--- src/rtl/nib_stack_engine.sv ---
module nib_stack_engine #(
  parameter int SPW  = 8,
  parameter int PCW  = 14,
  parameter int PSWW = 8,
  parameter int AW   = 12
) (
  input  logic            clk,
  input  logic            rst_n,
  input  logic            cmd_valid,
  input  logic [2:0]      cmd_op,
  input  logic [PCW-1:0]  pc_in,
  input  logic [PSWW-1:0] psw_in,
  input  logic [7:0]      pair_in,
  input  logic [SPW-1:0]  sp_in,
  input  logic [3:0]      mem_rdata,
  output logic            busy,
  output logic [SPW-1:0]  sp_out,
  output logic            mem_we,
  output logic            mem_re,
  output logic [AW-1:0]   mem_addr,
  output logic [3:0]      mem_wdata,
  output logic [PCW-1:0]  pc_out,
  output logic            pc_load,
  output logic [PSWW-1:0] psw_out,
  output logic            psw_load,
  output logic [7:0]      pair_out,
  output logic            pair_load,
  output logic            ovf,
  output logic            unf
);
  localparam int PCPW  = ((PCW + 3) / 4) * 4;
  localparam int FRAME = PCPW / 4 + PSWW / 4;
  localparam int BUFW  = FRAME * 4;
  localparam int LW    = $clog2(FRAME + 1);

  localparam logic [2:0] OP_CALL = 3'd0, OP_INTR = 3'd1, OP_RET = 3'd2, OP_IRET = 3'd3,
                         OP_PUSH = 3'd4, OP_POP  = 3'd5, OP_LOAD = 3'd6;

  logic [SPW-1:1]  sp_q;
  logic            busy_q, save_q;
  logic [2:0]      op_q;
  logic [LW-1:0]   len_q, idx_q;
  logic [BUFW-1:0] buf_q;
  logic            ovf_q, unf_q, pcl_q, psl_q, prl_q;

  wire [SPW-1:0] base   = {sp_q, 1'b0};
  wire           accept = cmd_valid && !busy_q;
  wire           op_pair  = (cmd_op == OP_PUSH) || (cmd_op == OP_POP);
  wire           op_save  = (cmd_op == OP_CALL) || (cmd_op == OP_INTR) || (cmd_op == OP_PUSH);
  wire           op_rest  = (cmd_op == OP_RET) || (cmd_op == OP_IRET) || (cmd_op == OP_POP);
  wire [LW-1:0]  len_new  = op_pair ? LW'(2) : LW'(FRAME);
  wire [SPW-1:0] n_sp     = SPW'(len_new);
  wire [SPW:0]   rest_sum = {1'b0, base} + {1'b0, n_sp};
  wire [SPW-1:0] step_adr = save_q ? base - SPW'(1) - SPW'(idx_q) : base + SPW'(idx_q);
  wire [SPW-1:0] end_sp   = save_q ? base - SPW'(len_q) : base + SPW'(len_q);
  wire           last     = (idx_q == len_q - LW'(1));

  assign busy      = busy_q;
  assign sp_out    = base;
  assign mem_we    = busy_q && save_q;
  assign mem_re    = busy_q && !save_q;
  assign mem_addr  = {{(AW-SPW){1'b0}}, step_adr};
  assign mem_wdata = buf_q[BUFW-1 -: 4];
  assign pc_out    = buf_q[PSWW +: PCW];
  assign psw_out   = buf_q[PSWW-1:0];
  assign pair_out  = buf_q[BUFW-1 -: 8];
  assign pc_load   = pcl_q;
  assign psw_load  = psl_q;
  assign pair_load = prl_q;
  assign ovf       = ovf_q;
  assign unf       = unf_q;

  always_ff @(posedge clk) begin
    if (!rst_n) begin
      sp_q <= '0; busy_q <= 1'b0; save_q <= 1'b0; op_q <= '0;
      len_q <= '0; idx_q <= '0; buf_q <= '0;
      ovf_q <= 1'b0; unf_q <= 1'b0;
      pcl_q <= 1'b0; psl_q <= 1'b0; prl_q <= 1'b0;
    end else begin
      pcl_q <= 1'b0; psl_q <= 1'b0; prl_q <= 1'b0;
      if (accept) begin
        if (cmd_op == OP_LOAD) begin
          sp_q  <= sp_in[SPW-1:1];
          ovf_q <= 1'b0;
          unf_q <= 1'b0;
        end else if (op_save || op_rest) begin
          busy_q <= 1'b1;
          save_q <= op_save;
          op_q   <= cmd_op;
          len_q  <= len_new;
          idx_q  <= '0;
          if (op_save) begin
            buf_q <= op_pair ? {pair_in, {(BUFW-8){1'b0}}}
                             : {{(PCPW-PCW){1'b0}}, pc_in, psw_in};
            ovf_q <= ovf_q || (base < n_sp);
          end else begin
            unf_q <= unf_q || rest_sum[SPW];
          end
        end
      end
      if (busy_q) begin
        idx_q <= idx_q + LW'(1);
        buf_q <= save_q ? {buf_q[BUFW-5:0], 4'h0} : {mem_rdata, buf_q[BUFW-1:4]};
        if (last) begin
          busy_q <= 1'b0;
          sp_q   <= end_sp[SPW-1:1];
          pcl_q  <= (op_q == OP_RET) || (op_q == OP_IRET);
          psl_q  <= (op_q == OP_IRET);
          prl_q  <= (op_q == OP_POP);
        end
      end
    end
  end
endmodule


--- config.mk ---
export PLATFORM = sky130hd
export DESIGN_NAME = nib_stack_engine
export DESIGN_NICKNAME = d
export VERILOG_FILES = /design/src/rtl/nib_stack_engine.sv
export SDC_FILE = /design/constraint.sdc
export NUM_CORES = 1
export LEC_CHECK = 0
export ABC_AREA = 1
export BUFFER_PORTS_ARGS = -buffer_cell sky130_fd_sc_hd__buf_2
export CAP_MARGIN = 20
export CORE_ASPECT_RATIO = 0.7
export CORE_UTILIZATION = 46
export DETAILED_ROUTE_END_ITERATION = 8
export PLACE_DENSITY = 0.77
export SYNTH_ARGS = -nofsm -noshare
export SYNTH_HDL_FRONTEND = slang
export SYNTH_SLANG_ARGS = --single-unit
--- constraint.sdc ---
create_clock -name clk -period 1.9 [get_ports clk]
set_input_delay 0.19 -clock clk [delete_from_list [all_inputs] [get_ports clk]]
set_output_delay 0.19 -clock clk [all_outputs]
set_load 0.02 [all_outputs]
==> metrics.txt <==
# TYPE chip_impl_metric gauge
chip_impl_metric{name="final_area",unit="um^2"} 3950
chip_impl_metric{name="finalHoldViolCount",unit=""} 0
chip_impl_metric{name="worst_setup_hold_path_clk_slew",unit="ns"} 0.08
chip_impl_metric{name="final_critical_path_setup_slack",unit="ns"} -0.0976
chip_impl_metric{name="clk_path_buf_depth",unit=""} 2
chip_impl_metric{name="timing.max_cap.violations",unit=""} 0
chip_impl_metric{name="first_global_vias",unit=""} 3146
chip_impl_info{name="unrepaired_setup_endpoints_after_global_routing",value="true"} 1
chip_impl_metric{name="p_total",unit="mW"} 2.82
chip_impl_metric{name="fin_crit_sh",unit="%"} 105
chip_impl_metric{name="grt_antenna_before_repair",unit=""} 0
chip_impl_metric{name="synth.yosys.seq_area_share",unit="%"} 29.3
chip_impl_metric{name="clock_sinks",unit=""} 46
chip_impl_info{name="start_kind",value="flop"} 1
chip_impl_metric{name="period_needed",unit="ns"} 2.00
chip_impl_metric{name="nFillCells",unit=""} 624
chip_impl_metric{name="synth_enable_flop_cells",unit=""} 0
chip_impl_metric{name="layoutNonFillerInstCount",unit=""} 677
chip_impl_metric{name="dpl.cell_count",unit=""} 667
chip_impl_info{name="cts-root-buf",value="sky130_fd_sc_hd__clkbuf_8"} 1
chip_impl_metric{name="yosysTopAreaCellShare",unit="%"} 29.3
chip_impl_metric{name="path_max_fanout",unit=""} 3
chip_impl_metric{name="post_cts_hold_buffer_count",unit=""} 0
chip_impl_metric{name="critical_path_arrival",unit="ns"} 1.81
chip_impl_metric{name="cts.htree.levels",unit=""} 2
chip_impl_metric{name="synth.cell_area",unit="um^2"} 3140
chip_impl_info{name="rr_endpoint",value="sp_q[7]"} 1
chip_impl_metric{name="die_x",unit="um"} 101
chip_impl_metric{name="setup_violating_endpoint_count_in_the_final_report",unit=""} 4
chip_impl_metric{name="drt_drc_violations_left",unit=""} 0
chip_impl_metric{name="final_antenna_net_count",unit=""} 0
chip_impl_metric{name="syn2layout_area_growth",unit="%"} 25.9
chip_impl_metric{name="finalWirelength",unit="mm"} 9.58
chip_impl_metric{name="timing.fmax",unit="MHz"} 501
chip_impl_metric{name="power_per_cell_area",unit="nW/um^2"} 713
chip_impl_metric{name="vdd_ir_drop_max",unit="uV"} 362
chip_impl_info{name="startpoint_of_the_worst_hold_path",value="sp_in[2]"} 1
chip_impl_metric{name="drt-pass1-iter-count",unit=""} 4
chip_impl_metric{name="post_dp_cell_area",unit="um^2"} 3720
chip_impl_metric{name="grt_max_degree",unit=""} 32
chip_impl_metric{name="worst_hold_path.num_cells",unit=""} 5
chip_impl_metric{name="synth_async_sr_flop_share",unit="%"} 0
chip_impl_info{name="timing.hold.worst_endpoint",value="sp_q[2]"} 1
chip_impl_metric{name="syn-mean-instance-area",unit="um^2"} 6.49
chip_impl_metric{name="drt-vias-per-instance",unit=""} 5.25
chip_impl_metric{name="die-area",unit="um^2"} 7160
chip_impl_metric{name="groute.usage.overall",unit="%"} 27.1
chip_impl_info{name="hold_path.class",value="input port to flop"} 1
chip_impl_metric{name="preCtsSetupSlack",unit="ns"} -0.0568
chip_impl_metric{name="critical_path_required",unit="ns"} 1.71
chip_impl_metric{name="num_vias",unit=""} 3557
chip_impl_metric{name="ys_warn_count",unit=""} 0
chip_impl_info{name="yosys.area.top_type",value="sky130_fd_sc_hd__dfxtp_1"} 1
chip_impl_metric{name="finalMaxSlewViolations",unit=""} 0
chip_impl_metric{name="synth_seq_cells",unit=""} 46
chip_impl_info{name="cts_tree",value="done"} 1
chip_impl_metric{name="nNetsFinal",unit=""} 653
chip_impl_metric{name="final.setup.tns",unit="ns"} -0.267
chip_impl_metric{name="core_area",unit="um^2"} 6400
chip_impl_metric{name="placement_rows",unit=""} 24
chip_impl_metric{name="boundaryPins",unit=""} 110
chip_impl_info{name="worst_r2r_startpoint",value="len_q[1]"} 1
chip_impl_metric{name="die_y",unit="um"} 71.1
chip_impl_metric{name="insertedDiodeCount",unit=""} 0
chip_impl_info{name="critical_path_sink_type",value="primary output"} 1
chip_impl_metric{name="port_buffers",unit=""} 103
chip_impl_info{name="area_contributors_post_synth",value="sky130_fd_sc_hd__dfxtp_1 (29%), sky130_fd_sc_hd__nand2_1 (13%), sky130_fd_sc_hd__nor2_1 (7.7%)"} 1
chip_impl_metric{name="global_route_wire_length_before_repair",unit="mm"} 15.2
chip_impl_metric{name="worstRegToRegCells",unit=""} 13
chip_impl_metric{name="final_core_util",unit="%"} 61.8
chip_impl_info{name="synth_ff_type",value="sky130_fd_sc_hd__dfxtp_1"} 1
chip_impl_metric{name="final.hold.worst_slack",unit="ns"} 0.186
chip_impl_metric{name="final_layout_size_suffix_gt1_share",unit="%"} 28.8
chip_impl_metric{name="finClkSkew",unit="ns"} 0.00810
chip_impl_metric{name="cts-buffers-inserted",unit=""} 5
chip_impl_metric{name="wire_per_inst",unit="um"} 14.2
chip_impl_metric{name="syn_inst",unit=""} 484
chip_impl_metric{name="ys_types",unit=""} 34
chip_impl_metric{name="leakagePower",unit="nW"} 2.06
chip_impl_metric{name="overflow",unit=""} 0
chip_impl_metric{name="first_iter_violations",unit=""} 321
chip_impl_metric{name="hpwl",unit="mm"} 7.03
chip_impl_metric{name="gp_congestion",unit=""} 0.909
chip_impl_info{name="outcome",value="finished with violations"} 1
chip_impl_info{name="critPathLaunch",value="idx_q[1]"} 1
chip_impl_metric{name="r2r_slack",unit="ns"} 0.06
chip_impl_metric{name="initial_core_util",unit="%"} 49.1
chip_impl_metric{name="insertion_delay",unit="ns"} 0.30
chip_impl_info{name="timing.setup.critical_path_class",value="flop to primary output"} 1
chip_impl_info{name="failed_checks",value="setup timing"} 1
==> timing repair <==
action | CTS | global route
pin swaps | 12 | 5
buffers inserted | 3 | 0
gates resized for setup | 29 | 13
setup endpoints to repair | 10 | 12
==> layout by cell type (no fill, tap or decap), types with 7 or more instances in the layout <==
cell	Yosys	final
sky130_fd_sc_hd__a21oi_1	17	16
sky130_fd_sc_hd__a22oi_1	7	7
sky130_fd_sc_hd__buf_2	8	97
sky130_fd_sc_hd__buf_4	17	27
sky130_fd_sc_hd__dfxtp_1	46	41
sky130_fd_sc_hd__ha_1	16	14
sky130_fd_sc_hd__inv_1	58	50
sky130_fd_sc_hd__inv_2	4	10
sky130_fd_sc_hd__nand2_1	109	105
sky130_fd_sc_hd__nand2_2	4	8
sky130_fd_sc_hd__nand3_1	40	40
sky130_fd_sc_hd__nor2_1	64	62
sky130_fd_sc_hd__o211ai_1	11	11
sky130_fd_sc_hd__o21ai_0	39	36
==> worst max path at each step <==
| stage | endpoint | slack, ns | cells after the start |
|---|---|---|---|
| global route | mem_addr[7] | -0.22 | 10 |
| global placement | sp_q[6] | 0.01 | 12 |
| finish | mem_addr[7] | -0.1 | 10 |
| floorplan | mem_addr[5] | 0.006 | 7 |
| CTS | mem_addr[7] | -0.13 | 10 |
| detailed placement | sp_q[6] | -0.06 | 12 |
==> per-layer routing <==
layer	wire length, um	part of all wire [%]	track usage, %
met5	0	0	0
met4	144	1.5	7.57
met3	757	7.9	5.53
met2	4140	43	40.6
met1	4550	47	39.4
==> cell usage after synthesis, drive strengths merged, types with 2 or more instances <==
library cell and instances:
nand2 113, nor2 65, inv 62, dfxtp 46, nand3 40, o21ai 40
buf 26, a21oi 17, ha 16, o211ai 11, a22oi 7, clkbuf 7
nor3 7, xor2 6, nand4 5, fa 3, a21o 2, o221ai 2
==> where the power goes <==
group / internal, mW / switching (mW)
Sequential: 1.04 / 0.0809
Combinational: 0.343 / 0.596
Clock: 0.421 / 0.336
==> sequential cells by signal (all words and copies together), names as in the netlist <==
name / cells
buf_q: 24
sp_q: 7
idx_q: 3
op_q: 3
len_q: 2
busy: 1
ovf: 1
pair_load: 1
pc_load: 1
psw_load: 1
save_q: 1
unf: 1
==> worst max-delay path, cell delays in order (launching register included) <==
cell	delay [ns]
sky130_fd_sc_hd__dfxtp_4	0.37
sky130_fd_sc_hd__inv_2	0.08
sky130_fd_sc_hd__ha_4	0.13
sky130_fd_sc_hd__inv_2	0.03
sky130_fd_sc_hd__fa_2	0.37
sky130_fd_sc_hd__nand4_1	0.11
sky130_fd_sc_hd__nand2_2	0.09
sky130_fd_sc_hd__nand2_2	0.07
sky130_fd_sc_hd__nor2_2	0.03
sky130_fd_sc_hd__nor2_1	0.08
sky130_fd_sc_hd__buf_4	0.15
==> area by class of cell <==
class                      count  area [um^2]  share of cell area (%)
clock buffer                   6         82.6                    2.09
multi-input combinational    346         1860                    47.1
clock inverter                 1         30.0                   0.760
tap                           91          114                    2.88
sequential                    46          932                    23.6
timing repair buffer         124          688                    17.4
inverter                      63          243                    6.14
==> kinds of logic (layout without fill, tap and decap cells) <==
| group | count (synthesis) | in the layout | share of synthesized area, % |
|---|---|---|---|
| compound gates | 83 | 83 | 15.4 |
| xor+xnor | 7 | 7 | 1.95 |
| fa+ha+maj | 19 | 19 | 8.29 |
| simple gates | 231 | 231 | 30.7 |
| flops | 46 | 46 | 29.3 |
| mux | 1 | 1 | 0.319 |
| buf+inv | 96 | 194 | 13.8 |
| other cells | 1 | 5 | 0.119 |
Power figures use the tool's default switching activity.
